<file path="src/rtl/sg_pkg.sv">
package sg_pkg;

   // Registered output set of the supervisor
   typedef struct packed {
      logic line_low;
      logic on_battery;
      logic ce_n;
      logic pf_ok;
      logic good;
   } sg_out_t;

   // Safe state: what the block shows before any sample and in battery mode
   localparam sg_out_t SG_SAFE = '{line_low: 1'b1, on_battery: 1'b1,
                                   ce_n: 1'b1, pf_ok: 1'b0, good: 1'b0};

endpackage

</file>
<file path="src/rtl/sg_hyst_cmp.sv">
// Hysteretic comparator: the flag sets when the operand reaches ref+SET_OFS
// from above, and clears when it reaches ref+CLR_OFS from below.
module sg_hyst_cmp #(
   parameter int W         = 13,
   parameter int SET_OFS   = 0,
   parameter int CLR_OFS   = 40,
   parameter bit INCLUSIVE = 1'b0,
   parameter bit RESET_VAL = 1'b1
) (
   input  logic         clk,
   input  logic         rst_n,
   input  logic         upd,
   input  logic [W-1:0] opnd,
   input  logic [W-1:0] ref_v,
   output logic         flag_q,
   output logic         flag_nx
);
   localparam int EW = W + 1;

   generate
      if (CLR_OFS <= SET_OFS) begin : g_bad_ofs
         $error("sg_hyst_cmp: CLR_OFS must exceed SET_OFS");
      end
      if (W < 2) begin : g_bad_w
         $error("sg_hyst_cmp: W too small");
      end
   endgenerate

   logic [EW-1:0] opnd_x, set_lim, clr_lim;
   logic          hit_set, hit_clr;

   assign opnd_x  = {1'b0, opnd};
   assign set_lim = {1'b0, ref_v} + EW'(SET_OFS);
   assign clr_lim = {1'b0, ref_v} + EW'(CLR_OFS);

   generate
      if (INCLUSIVE) begin : g_incl
         assign hit_set = (opnd_x <= set_lim);
         assign hit_clr = (opnd_x >= clr_lim);
      end else begin : g_strict
         assign hit_set = (opnd_x < set_lim);
         assign hit_clr = (opnd_x > clr_lim);
      end
   endgenerate

   always_comb begin
      flag_nx = flag_q;
      if (upd) begin
         if (hit_set)      flag_nx = 1'b1;
         else if (hit_clr) flag_nx = 1'b0;
      end
   end

   always_ff @(posedge clk or negedge rst_n) begin
      if (!rst_n) flag_q <= RESET_VAL;
      else        flag_q <= flag_nx;
   end
endmodule

</file>
<file path="src/rtl/sg_out_gate.sv">
// Forces the safe output set in battery mode and gates the pass-through signals.
module sg_out_gate
   import sg_pkg::*;
(
   input  logic    clk,
   input  logic    rst_n,
   input  logic    low_nx,
   input  logic    bat_nx,
   input  logic    ce_n_in,
   input  logic    pf_above,
   output sg_out_t out_q
);
   sg_out_t out_nx;

   always_comb begin
      out_nx            = SG_SAFE;
      out_nx.on_battery = bat_nx;
      out_nx.line_low   = low_nx | bat_nx;
      out_nx.good       = ~(low_nx | bat_nx);
      out_nx.ce_n       = (low_nx | bat_nx) ? 1'b1 : ce_n_in;
      out_nx.pf_ok      = bat_nx ? 1'b0 : pf_above;
   end

   always_ff @(posedge clk or negedge rst_n) begin
      if (!rst_n) out_q <= SG_SAFE;
      else        out_q <= out_nx;
   end
endmodule

</file>
<file path="src/rtl/supply_guard.sv">
module supply_guard
   import sg_pkg::*;
#(
   parameter int W          = 13,
   parameter int TRIP_MV    = 4650,
   parameter int HYST_MV    = 40,
   parameter int BAT_SET_MV = 50,
   parameter int BAT_CLR_MV = 70
) (
   input  logic         clk,
   input  logic         rst_n,
   input  logic         smp_valid,
   input  logic [W-1:0] vsup_mv,
   input  logic [W-1:0] vbat_mv,
   input  logic         ce_n_in,
   input  logic         pf_above,
   output logic         line_low,
   output logic         on_battery,
   output logic         ce_n_out,
   output logic         pf_ok,
   output logic         supply_good
);
   localparam int FULL_MV = (1 << W) - 1;

   generate
      if (TRIP_MV + HYST_MV > FULL_MV) begin : g_bad_trip
         $error("supply_guard: trip point does not fit in W bits");
      end
   endgenerate

   localparam logic [W-1:0] TRIP_CODE = W'(TRIP_MV);

   logic    low_q, low_nx, bat_q, bat_nx;
   sg_out_t out_q;

   // Reset trip point: strict compare on both edges of the band
   sg_hyst_cmp #(.W(W), .SET_OFS(0), .CLR_OFS(HYST_MV),
                 .INCLUSIVE(1'b0), .RESET_VAL(1'b1)) u_lowline (
      .clk(clk), .rst_n(rst_n), .upd(smp_valid),
      .opnd(vsup_mv), .ref_v(TRIP_CODE),
      .flag_q(low_q), .flag_nx(low_nx));

   // Battery switchover: inclusive compare against the battery sample
   sg_hyst_cmp #(.W(W), .SET_OFS(BAT_SET_MV), .CLR_OFS(BAT_CLR_MV),
                 .INCLUSIVE(1'b1), .RESET_VAL(1'b1)) u_switch (
      .clk(clk), .rst_n(rst_n), .upd(smp_valid),
      .opnd(vsup_mv), .ref_v(vbat_mv),
      .flag_q(bat_q), .flag_nx(bat_nx));

   sg_out_gate u_gate (
      .clk(clk), .rst_n(rst_n), .low_nx(low_nx), .bat_nx(bat_nx),
      .ce_n_in(ce_n_in), .pf_above(pf_above), .out_q(out_q));

   assign line_low    = out_q.line_low;
   assign on_battery  = out_q.on_battery;
   assign ce_n_out    = out_q.ce_n;
   assign pf_ok       = out_q.pf_ok;
   assign supply_good = out_q.good;
endmodule

</file>
<file path="config.mk">
export PLATFORM = sky130hd
export DESIGN_NAME = supply_guard
export DESIGN_NICKNAME = d
export VERILOG_FILES = /design/src/rtl/sg_pkg.sv /design/src/rtl/sg_hyst_cmp.sv /design/src/rtl/sg_out_gate.sv /design/src/rtl/supply_guard.sv
export SDC_FILE = /design/constraint.sdc
export NUM_CORES = 1
export LEC_CHECK = 0
export BUFFER_PORTS_ARGS = -buffer_cell sky130_fd_sc_hd__buf_2
export CORE_MARGIN = 2
export CORE_UTILIZATION = 48
export DETAILED_ROUTE_END_ITERATION = 10
export HOLD_SLACK_MARGIN = 0.02
export PLACE_DENSITY = 0.77
export SLEW_MARGIN = 20
export SYNTH_ARGS = -nofsm -noshare
export SYNTH_HDL_FRONTEND = slang
export SYNTH_SLANG_ARGS = --single-unit
</file>
<file path="constraint.sdc">
create_clock -name clk -period 1.17 [get_ports clk]
set_input_delay 0.0585 -clock clk [delete_from_list [all_inputs] [get_ports clk]]
set_output_delay 0.0585 -clock clk [all_outputs]
set_load 0.005 [all_outputs]
</file>
==> summary.txt <==
Placed design
  – IO buf count: 35
  – Final HPWL DP: approximately 3300 um
  – Setup slack at placement: -1.456 ns
  – Placed cells: 259
  – Gpl congestion: around 0.92

Outcome
  – Failing checks: negative setup slack
  – Status: complete, but fails checks

STA
  – Final setup violation count: 6
  – Least-Margin Pin Slew: between 0.5 and 0.6 ns
  – Max Fclk: about 440 MHz
  – Final min period: 2.272 ns
  – Final Hold Fails: 0
  – Unrepaired setup endpoints after global routing: yes
  – Tcrit/Tclk final: 194.2%
  – Final WS setup: -1.102 ns
  – Slew Limit Fails: 0
  – Skew final: 0.0008719 ns
  – Final setup TNS: -5.296 ns
  – Max_slew headroom: about three fifths
  – Hold Slack: between 0.03 and 0.04 ns

Global route
  – Vias in the first global route: between 1500 and 2000
  – GR Util All Layers: approximately 27%
  – Largest net degree at the start of global routing: 9
  – Remaining global-route overflow: 0
  – Initial antenna violation count: 0
  – Global-route wire length before repair: approximately 7000 um

Cells and area
  – Non-Filler Instances: about 270
  – Layout cell share with drive strength beyond 1: between 40% and 50%
  – Most common cell after layout, fill and taps aside: buf_4
  – Layout Nets: 293
  – Most frequent cells in the layout: buf_4 (47), buf_2 (33), ha_1 (25)
  – Area grow syn2layout: 50.85%
  – Ant. Diodes: 0

Synthesis
  – Post-synth ARST share: 100.0%
  – Post-synth EDFFs: 0
  – Syn nets: ~210
  – Top_reg_cell synth: dfstp_2
  – Yosys reg bits: 6
  – Mapped Area: 0.001326 mm^2
  – Mapped Cells: between 150 and 200
  – Cell variety after synth: 42
  – Ys Warns: 0
  – Post-synthesis sequential area ratio: 11.70%
  – Syn avg cell area: roughly 8.6 um^2

Routing
  – Vias per inst: approximately 5.6
  – Iter 0 DRT Violations: 35
  – Mean routed wirelength per cell: between 15 and 20 um
  – Final WL: ~4100 um
  – Pre-Repair DR Iteration Count: 4
  – Via count: ~1500
  – # DRC: 0
  – DRT antenna net count: 0

Power
  – P_leak: 0.9428 nW
  – Max VDD drop: 0.0006152 V
  – Final Power: between 0.001 and 0.0015 W
  – Pwr dens: 648.4 mW/mm^2

Die
  – Chip height: 56.57 um
  – Starting Density: about half
  – Core Rows: 19
  – Area of the core: roughly 0.0027 mm^2
  – Die ar.: 0.003200 mm^2
  – Die Width: between 50 and 60 um
  – I/O pin total: 36

Worst setup path
  – Max stage delay on crit path: about 0.35 ns
  – Path type of the worst setup path: in -> reg
  – Max Fanout on Critical Path: 5
  – Critical path's top delay family: compound AO/OA/AOI/OAI gates
  – CP Cell Sequence: buf_12 > inv_12 > ha_4 > and3b_4 > a21o_4 > nand3_2 > xor2_1 > ha_1 > a211oi_2 > o211ai_2 > a2111oi_4 > o41ai_4 > and4_1
  – Data arrival, critical path: roughly 2.4 ns
  – CP bufs+invs: 2
  – Slowest-stage cell, CP: a2111oi_4
  – Crit start category: input port
  – Worst path required time: 1.31 ns
  – CP Capture Type: flip-flop

Clock network
  – Clock buffer depth: 2
  – CTS tree: done
  – Worst-Skew Late Latency: around 0.26 ns
  – Clk pin slew, worst setup/hold paths: around 0.04 ns
  – Root buf cell: clkbuf_4
  – H-tree levels: 1
  – Clk sink count: 6
  – Cts bufs inserted: 3

Worst hold path
  – HP Class: in -> reg

Job
  – Max Cap Viol: 0
[per-layer routing]
layer / track usage, % / share of wire (%) / vias up / wire (um)
li1: - / - / 735 / -
met1: 31.44 / 42 / 703 / 1705
met2: 48.34 / 51 / 43 / 2061
met3: 2.304 / 3.2 / 16 / 129
met4: 15.99 / 3.8 / 0 / 154
met5: 0 / 0 / - / 0
[worst register-to-register path, delay by kind of cell, from the launching register on]
kind	cells	cell delay [ns]
and+or+nand+nor	4	0.55
DFF	1	0.54
AOI/OAI and AO/OA	1	0.17
[synthesized netlist by cell type (2+ instances only)]
cell type  number  area, um^2
nor3_1          2       10.01
nand2b_1        2       12.51
nor4b_1         2       17.52
xor2_1         12       105.1
buf_6           2       22.52
nand3_1        12       60.06
clkbuf_1        2       7.510
a211oi_2        2       25.02
xnor2_1         8       70.07
nand2_1        14       52.55
o21a_1          3       22.52
dfstp_2         4       105.1
o21ai_0         4       20.02
nor2b_1         3       18.77
and4_1          2       17.52
nand4_1         6       37.54
nor2_1          5       18.77
a2111oi_4       2       55.05
inv_1           8       30.03
a21oi_1        10       50.05
buf_2           3       15.01
dfrtp_1         2       50.05
ha_1           26       325.3
[cell families after synthesis]
kind of cell | Yosys count | share of synthesized area, %
adder cells (fa/ha/maj) | 26 | 24.53
XOR/XNOR | 20 | 13.21
buffers and inverters | 15 | 5.660
AO/OA/AOI/OAI | 35 | 23.40
flip-flops | 6 | 11.70
AND/OR/NAND/NOR | 53 | 21.51
[final cells by class]
type | count | area (um^2)
multi-input combinational | 134 | 1169
fill | 196 | 685.7
timing repair buffer | 83 | 568.0
sequential | 6 | 155.1
inverter | 8 | 47.55
tap | 31 | 38.79
clock buffer | 3 | 22.52
[sequential cells by signal (all words and copies together) (netlist names)]
| signal | flops |
|---|---|
| u_lowline.flag_q | 1 |
| u_gate.out_q | 5 |
[worst paths after layout]
| kind | start | endpoint | slack, ns | depth (start not counted) |
|---|---|---|---|---|
| max in group asynchronous | rst_n | u_gate.out_q[3] | 0.80 | 2 |
| max | vbat_mv[2] | u_gate.out_q[0] | -1.10 | 13 |
| min | ce_n_in | u_gate.out_q[2] | 0.03 | 3 |
| min in group asynchronous | rst_n | u_gate.out_q[0] | 0.15 | 2 |
| max reg2reg | u_gate.out_q[3] | u_gate.out_q[0] | -0.21 | 5 |
| min reg2reg | u_gate.out_q[3] | u_gate.out_q[3] | 0.73 | 4 |
[per-stage QoR]
step / util [%] / instance area (um^2)
2_1_floorplan: - / 1361
3_3_place_gp: 69.54 / 1868
5_1_grt: 74.48 / 2001
3_5_place_dp: 69.54 / 1868
4_1_cts: 73.87 / 1984
6_report: 74.48 / 2001
[power by group]
group          leakage [nW]  internal [W]  total (W)  switching (W)
sequential           0.0692      0.000243   0.000257      0.0000135
combinational         0.860      0.000422   0.000840       0.000418
clock                0.0138      0.000117   0.000200      0.0000835
total                 0.943      0.000782    0.00130       0.000515
[repair_timing]
action                     in CTS  in global routing
hold buffers                    1                  0
setup buffers                   2                  0
setup endpoints to repair       6                  6
hold endpoints to repair        6                  0
resized for setup              16                  3
pin swaps                      11                  8
No activity file was read; power rests on OpenSTA's default activity.
